[config.mk]
export PLATFORM = sky130hd
export DESIGN_NAME = fcmp_unit
export DESIGN_NICKNAME = d
export VERILOG_FILES = /design/src/rtl/fcmp_pkg.sv /design/src/rtl/fcmp_classify.sv /design/src/rtl/fcmp_decode.sv /design/src/rtl/fcmp_unit.sv
export SDC_FILE = /design/constraint.sdc
export NUM_CORES = 1
export LEC_CHECK = 0
export ABC_AREA = 0
export BUFFER_PORTS_ARGS = -buffer_cell sky130_fd_sc_hd__buf_4
export CAP_MARGIN = 40
export CORE_MARGIN = 2
export CORE_UTILIZATION = 45
export CTS_CLUSTER_DIAMETER = 200
export CTS_CLUSTER_SIZE = 25
export DETAILED_ROUTE_END_ITERATION = 16
export PLACE_DENSITY = 0.91
export SLEW_MARGIN = 10
export SYNTH_ARGS = -nofsm -noshare
export SYNTH_HDL_FRONTEND = slang
export SYNTH_SLANG_ARGS = --single-unit
[constraint.sdc]
create_clock -name clk -period 0.8 [get_ports clk]
set_input_delay 0.08 -clock clk [delete_from_list [all_inputs] [get_ports clk]]
set_output_delay 0.08 -clock clk [all_outputs]
set_load 0.005 [all_outputs]
[src/rtl/fcmp_pkg.sv]
package fcmp_pkg;

    localparam int CODE_W = 4;

    localparam logic [CODE_W-1:0] CODE_LT = 4'b1000;
    localparam logic [CODE_W-1:0] CODE_GT = 4'b0100;
    localparam logic [CODE_W-1:0] CODE_EQ = 4'b0010;
    localparam logic [CODE_W-1:0] CODE_UN = 4'b0001;

    typedef struct packed {
        logic [31:0]       cr;
        logic [31:0]       fsr;
        logic [CODE_W-1:0] code;
        logic              done;
        logic              illegal;
        logic              trap;
    } fcmp_state_t;

endpackage

[src/rtl/fcmp_classify.sv]
module fcmp_classify
    import fcmp_pkg::*;
#(
    parameter int EXP_W  = 11,
    parameter int FRAC_W = 52,
    localparam int DW    = 1 + EXP_W + FRAC_W
) (
    input  logic [DW-1:0]     a_i,
    input  logic [DW-1:0]     b_i,
    output logic [CODE_W-1:0] code_o,
    output logic              nan_o
);

    localparam int MAG_W = DW - 1;

    logic              a_nan, b_nan, both_zero, a_sign, b_sign, mag_gt, same;
    logic [MAG_W-1:0]  a_mag, b_mag;

    assign a_sign    = a_i[DW-1];
    assign b_sign    = b_i[DW-1];
    assign a_mag     = a_i[MAG_W-1:0];
    assign b_mag     = b_i[MAG_W-1:0];
    assign a_nan     = (&a_i[DW-2 -: EXP_W]) && (|a_i[FRAC_W-1:0]);
    assign b_nan     = (&b_i[DW-2 -: EXP_W]) && (|b_i[FRAC_W-1:0]);
    assign both_zero = (a_mag == '0) && (b_mag == '0);
    assign mag_gt    = a_mag > b_mag;
    assign same      = a_i == b_i;
    assign nan_o     = a_nan || b_nan;

    always_comb begin
        if (nan_o) begin
            code_o = CODE_UN;
        end else if (both_zero || same) begin
            code_o = CODE_EQ;
        end else if (a_sign != b_sign) begin
            code_o = a_sign ? CODE_LT : CODE_GT;
        end else if (a_sign) begin
            code_o = mag_gt ? CODE_LT : CODE_GT;
        end else begin
            code_o = mag_gt ? CODE_GT : CODE_LT;
        end
    end

endmodule

[src/rtl/fcmp_decode.sv]
module fcmp_decode #(
    parameter int IDX_W       = 5,
    parameter int SUBOP_W     = 10,
    parameter int SUBOP_UNORD = 0,
    parameter int SUBOP_ORD   = 32,
    localparam int SEL_W      = IDX_W - 2
) (
    input  logic [IDX_W-1:0]   idx_i,
    input  logic [SUBOP_W-1:0] subop_i,
    output logic               illegal_o,
    output logic               ordered_o,
    output logic [SEL_W-1:0]   field_o
);

    logic is_unord, is_ord;

    assign is_unord  = subop_i == SUBOP_W'(SUBOP_UNORD);
    assign is_ord    = subop_i == SUBOP_W'(SUBOP_ORD);
    assign ordered_o = is_ord;
    assign field_o   = idx_i[IDX_W-1:2];
    assign illegal_o = (|idx_i[1:0]) || !(is_unord || is_ord);

endmodule

[src/rtl/fcmp_unit.sv]
module fcmp_unit
    import fcmp_pkg::*;
#(
    parameter int EXP_W      = 11,
    parameter int FRAC_W     = 52,
    parameter int IDX_W      = 5,
    parameter int SUBOP_W    = 10,
    parameter int CC_LO      = 11,
    parameter int STICKY_BIT = 19,
    localparam int DW        = 1 + EXP_W + FRAC_W,
    localparam int REG_W     = 32,
    localparam int NFIELD    = REG_W / CODE_W,
    localparam int SEL_W     = IDX_W - 2,
    localparam int CC_TOP    = CC_LO + CODE_W
) (
    input  logic               clk,
    input  logic               rst_n,
    input  logic               issue_i,
    input  logic [DW-1:0]      op_a_i,
    input  logic [DW-1:0]      op_b_i,
    input  logic [IDX_W-1:0]   field_idx_i,
    input  logic [SUBOP_W-1:0] subop_i,
    output logic [CODE_W-1:0]  code_o,
    output logic [REG_W-1:0]   cr_o,
    output logic [REG_W-1:0]   fsr_o,
    output logic               done_o,
    output logic               illegal_o,
    output logic               trap_o
);

    fcmp_state_t st_d, st_q;

    logic [CODE_W-1:0] cmp_code;
    logic              cmp_nan, dec_illegal, dec_ordered;
    logic [SEL_W-1:0]  dec_field;

    fcmp_classify #(.EXP_W(EXP_W), .FRAC_W(FRAC_W)) u_classify (
        .a_i    (op_a_i),
        .b_i    (op_b_i),
        .code_o (cmp_code),
        .nan_o  (cmp_nan)
    );

    fcmp_decode #(.IDX_W(IDX_W), .SUBOP_W(SUBOP_W)) u_decode (
        .idx_i     (field_idx_i),
        .subop_i   (subop_i),
        .illegal_o (dec_illegal),
        .ordered_o (dec_ordered),
        .field_o   (dec_field)
    );

    always_comb begin
        st_d         = st_q;
        st_d.done    = 1'b0;
        st_d.illegal = 1'b0;
        st_d.trap    = 1'b0;
        if (issue_i) begin
            if (dec_illegal) begin
                st_d.illegal = 1'b1;
            end else if (dec_ordered && cmp_nan) begin
                st_d.trap                = 1'b1;
                st_d.fsr[STICKY_BIT]     = 1'b1;
            end else begin
                st_d.done = 1'b1;
                st_d.code = cmp_code;
                for (int k = 0; k < NFIELD; k++) begin
                    if (dec_field == SEL_W'(k)) begin
                        st_d.cr[REG_W-1-k*CODE_W -: CODE_W] = cmp_code;
                    end
                end
                st_d.fsr[CC_TOP]            = 1'b0;
                st_d.fsr[CC_TOP-1 -: CODE_W] = cmp_code;
            end
        end
    end

    always_ff @(posedge clk or negedge rst_n) begin
        if (!rst_n) begin
            st_q <= '0;
        end else begin
            st_q <= st_d;
        end
    end

    assign code_o    = st_q.code;
    assign cr_o      = st_q.cr;
    assign fsr_o     = st_q.fsr;
    assign done_o    = st_q.done;
    assign illegal_o = st_q.illegal;
    assign trap_o    = st_q.trap;

    assert_one_outcome_R8: assert property (@(posedge clk) disable iff (!rst_n)
        $onehot0({done_o, illegal_o, trap_o}));

    assert_latency_R8: assert property (@(posedge clk) disable iff (!rst_n)
        issue_i |=> (done_o || illegal_o || trap_o));

    assert_code_single_R2: assert property (@(posedge clk) disable iff (!rst_n)
        done_o |-> $countones(code_o) == 1);

    assert_illegal_nowrite_R3: assert property (@(posedge clk) disable iff (!rst_n)
        illegal_o |-> ($stable(cr_o) && $stable(fsr_o) && $stable(code_o)));

    assert_trap_sticky_R6: assert property (@(posedge clk) disable iff (!rst_n)
        trap_o |-> (fsr_o[STICKY_BIT] && $stable(cr_o) && $stable(code_o)));

    assert_fsr_code_R7: assert property (@(posedge clk) disable iff (!rst_n)
        done_o |-> (!fsr_o[CC_TOP] && fsr_o[CC_TOP-1 -: CODE_W] == code_o));

    assert_idle_hold_R9: assert property (@(posedge clk) disable iff (!rst_n)
        !issue_i |=> ($stable(cr_o) && $stable(fsr_o) && $stable(code_o)));

endmodule

==> flow_metrics.tcl, run 1 <==
set metrics [dict create \
    first-error "[ERROR GRT-0232] Routing congestion too high. Check the congestion heatmap in the GUI." \
    htree_num_levels 2 \
    synth.largest_area_cell "dfrtp_1" \
    worst-ep-kind "sequential cell input" \
    grt_max_degree 41 \
    failed_stage "5_1_grt" \
    clock-sinks 40 \
    yosysTopAreaCellShare_pct 26.2 \
    grt-worst-endpoint "cr_o[2]$_DFFE_PN0P_/D" \
    overflow 1 \
    synthFlopType "dfrtp_1" \
    yosysUniqueCellTypes 48 \
    clock_path_buffers 2 \
    die_y_um 96.2 \
    place_congestion 0.940 \
    die_x_um 96.2 \
    yosysWarningCount 0 \
    hpwlAfterDp_um 12400 \
    ys_seq_area_share_pct 26.2 \
    synthArstFlopShare_pct 100 \
    initial_core_util_pct 46.6 \
    synthCells 452 \
    synth_area_mm2 0.00383 \
    grt_usage_pct 62.2 \
    ys_ff_latch 40 \
    synth_edf_count 0 \
    status "did not finish" \
    num_rows 33 \
    io-pin-count 217 \
    synth.avg_cell_area_um2 8.46 \
    numPortBuffers 189 \
    cts_buffers 5 \
    ys_top_cells_by_area "dfrtp_1 (26%), ha_1 (21%), inv_1 (7.0%)" \
    cts_root_buf "clkbuf_8" \
]
==> synthesized netlist by cell type (all sizes together) (14+ instances only) <==
cell type and count:
nand2 35, o21ai 20, nor4 39, mux2 17, nor2 15, a21oi 28, nand3 14, ha 63
buf 31, inv 71, nand4 28, dfrtp 40
==> logic make-up after synthesis <==
logic type / Yosys count / share of synthesized area [%]
fa+ha+maj: 63 / 20.6
compound gates: 73 / 11.9
xor+xnor: 1 / 0.229
mux: 18 / 5.26
other cells: 1 / 0.0980
simple gates: 151 / 22.2
flops: 40 / 26.2
buf+inv: 105 / 13.5
==> metrics by stage <==
| step | area (µm²) | util, % | cells | setup slack, ns |
|---|---|---|---|---|
| 2_1_floorplan | 4340 | - | 478 | -1.23 |
| 3_3_place_gp | 6310 | 76.8 | 825 | -1.60 |
| 3_5_place_dp | 6310 | 76.8 | 825 | -1.61 |
| 4_1_cts | 7180 | 87.4 | 856 | -1.24 |
==> per-layer routing <==
metal  GRT overflow  GRT usage [%]
met5              0           10.7
met4              1           60.0
met3              0           48.4
met2              0           83.7
met1              0           57.8
==> repair_timing <==
item,4_1_cts
endpoints found under the setup margin,84
hold endpoints to repair,40
cloned,1
gates resized for setup,127
setup buffers,21
pin swaps,37
hold buffers,1
==> inputs of run 2 (changes only) <==
--- a/config.mk
+++ b/config.mk
@@ -9,11 +9,9 @@
 export BUFFER_PORTS_ARGS = -buffer_cell sky130_fd_sc_hd__buf_4
 export CAP_MARGIN = 40
 export CORE_MARGIN = 2
-export CORE_UTILIZATION = 45
-export CTS_CLUSTER_DIAMETER = 200
-export CTS_CLUSTER_SIZE = 25
+export CORE_UTILIZATION = 30
 export DETAILED_ROUTE_END_ITERATION = 16
-export PLACE_DENSITY = 0.91
+export PLACE_DENSITY_LB_ADDON = 0.15
 export SLEW_MARGIN = 10
 export SYNTH_ARGS = -nofsm -noshare
 export SYNTH_HDL_FRONTEND = slang
==> run 2 against run 1 <==
Compared with the run above:
- the flow now finishes, with violations (setup timing)
- area after synthesis unchanged
- synthesized cell count is the same
==> flow_metrics.tcl, run 2 <==
set metrics [dict create \
    whs_endpoint "trap_o" \
    ys_seq_area_share_pct 26.2 \
    r2r_cells 2 \
    grt_max_degree 41 \
    clk_latency_ns 0.28 \
    status "complete, but fails checks" \
    leakage_uw 0.00384 \
    largest_reg_flops 32 \
    post-route-period-util_pct 260 \
    yosysWarningCount 0 \
    num_rows 41 \
    min_from "subop_i[5]" \
    fin_cells 957 \
    hold_violations 0 \
    wl_um 14800 \
    ys_ff_latch 40 \
    finalSetupViolCount 84 \
    max_freq_mhz 482 \
    synthCells 452 \
    synthArstFlopShare_pct 100 \
    path_clk_slew_ns 0.06 \
    crit_arrival_ns 2.24 \
    wl_per_cell_um 15.5 \
    cp.required_ns 0.96 \
    initial_core_util_pct 30.6 \
    viasPerCell 4.79 \
    min_path_type "primary input to flip-flop" \
    synthFlopType "dfrtp_1" \
    rsz0062_at_grt "true" \
    htree_num_levels 2 \
    synth_edf_count 0 \
    critPathBufInv 3 \
    grt_pass1_wl_um 22900 \
    die_x_um 117 \
    drc 0 \
    p_per_area_mw_per_mm2 884 \
    place_congestion 0.897 \
    clock-sinks 40 \
    rrSetupSlack_ns -0.07 \
    clock_path_buffers 2 \
    core_mm2 0.0125 \
    ys_top_cells_by_area "dfrtp_1 (26%), ha_1 (21%), inv_1 (7.0%)" \
    crit_top_cell "buf_12" \
    crit_chain "buf_12 -> inv_12 -> ha_4 -> nand4_1 -> nor4_4 -> nand2_2 -> o32ai_2 -> o21bai_2 -> a21oi_4 -> mux2i_4 -> buf_12 -> o22ai_1" \
    yosysTopAreaCellShare_pct 26.2 \
    layout-drive-gt1-share_pct 62.5 \
    max_stage_delay_ns 0.37 \
    synth.largest_area_cell "dfrtp_1" \
    cp_slowest_cell "nor4_4" \
    cpLargestDelayFamily "simple AND/OR/NAND/NOR gates" \
    violations "setup timing" \
    totalPowerFinal_uw 7010 \
    crit_type "primary input to flip-flop" \
    vias 4587 \
    numPortBuffers 189 \
    mostFrequentLayoutCell "buf_4" \
    cts_root_buf "clkbuf_16" \
    die_y_um 117 \
    synth_area_mm2 0.00383 \
    synth_most_common_cell "inv_1" \
    antenna_found_initial 0 \
    grt_pass1_vias 4732 \
    syn_to_final_growth_pct 107 \
    end_kind "flip-flop" \
    most-common-layout-cells "buf_4 (240), buf_6 (81), dfrtp_1 (40), inv_1 (39), ha_4 (33)" \
    setup_tns_ns -48.55 \
    ant_nets 0 \
    timing.rr.start "code_o[1]" \
    drtIter0Drc 172 \
    overflow 0 \
    drt-pass1-iter-count 4 \
    antenna_cells 0 \
    place_area_mm2 0.00656 \
    yosysUniqueCellTypes 48 \
    cap_violations 0 \
    r2r_end "code_o[1]" \
    dp_slack_ns -1.67 \
    fin_area_mm2 0.00793 \
    hold_depth 3 \
    hpwlAfterDp_um 11800 \
    final_nets 993 \
    design.die.area_mm2 0.0137 \
    layout_min_cycle_time_ns 2.08 \
    synth.avg_cell_area_um2 8.46 \
    synth_common_cells "inv_1 (71), ha_1 (63), dfrtp_1 (40)" \
    setup_ws_ns -1.28 \
    drv_slew 0 \
    dp_cells 915 \
    critPathMaxFanout 9 \
    cts_buffers 5 \
    cts_tree "yes" \
    grt_usage_pct 21.0 \
    io-pin-count 217 \
    cp-start-kind "primary input" \
    ir_drop_mv 0.888 \
    fin_skew_ns 0 \
]
run 2: what timing repair did:
action,4_1_cts,5_1_grt
hold endpoints to repair,40,0
pin swaps,22,23
resized for setup,130,68
hold buffers,1,0
setup buffers,17,19
setup endpoints to repair,84,84
gates cloned,1,0
run 2: area by class of cell:
| type | instances | area (µm²) |
|---|---|---|
| clock buffers | 6 | 139 |
| clock inverters | 2 | 38.8 |
| fillers | 1025 | 4590 |
| inverters | 72 | 328 |
| multi-input cells | 334 | 3340 |
| flip-flops and latches | 40 | 1000 |
| well taps | 172 | 215 |
| repair buffers | 331 | 2870 |
run 2: kinds of logic after synthesis:
| kind of cell | after synthesis | share of synthesized area (%) |
|---|---|---|
| XOR/XNOR | 1 | 0.229 |
| adder cells (fa/ha/maj) | 63 | 20.6 |
| AO/OA/AOI/OAI | 73 | 11.9 |
| buffers and inverters | 105 | 13.5 |
| other | 1 | 0.0980 |
| multiplexers | 18 | 5.26 |
| flip-flops | 40 | 26.2 |
| AND/OR/NAND/NOR | 151 | 22.2 |
run 2: per-layer routing:
layer	up-vias	share of wire [%]	global-route usage [%]
li1	2253	-	-
met1	2149	41	25.6
met2	168	52	40.0
met3	17	5.5	2.32
met4	0	1.4	3.69
met5	-	0	0
run 2: worst max-delay path by stage:
stage / startpoint / to / slack, ns / cells past startpoint
global placement: op_a_i[22] / cr_o[2] / -1.67 / 12
finish: op_b_i[22] / cr_o[7] / -1.28 / 12
global route: op_b_i[20] / cr_o[2] / -1.38 / 12
floorplan: op_b_i[29] / cr_o[2] / -1.23 / 9
detailed placement: op_a_i[22] / cr_o[2] / -1.67 / 12
CTS: op_a_i[49] / cr_o[3] / -1.25 / 12
run 2: worst reg2reg max path: cells and delay by family (launching register included):
family	cells	cell delay, ns
compound gates	1	0.20
flops	1	0.41
buf+inv	1	0.15
run 2: where the power goes:
group / internal [µW] / switching (µW)
Sequential: 2030 / 4.46
Clock: 1560 / 784
Combinational: 1450 / 1180
Total: 5040 / 1970
run 2: per-stage QoR:
step / hold slack, ns / util [%]
floorplan: -0.216 / -
global placement: 0.0756 / 52.4
detailed placement: 0.0818 / 52.4
CTS: 0.101 / 60.0
global route: 0.129 / 63.3
finish: 0.106 / 63.3
No activity file was read; power rests on OpenSTA's default activity.
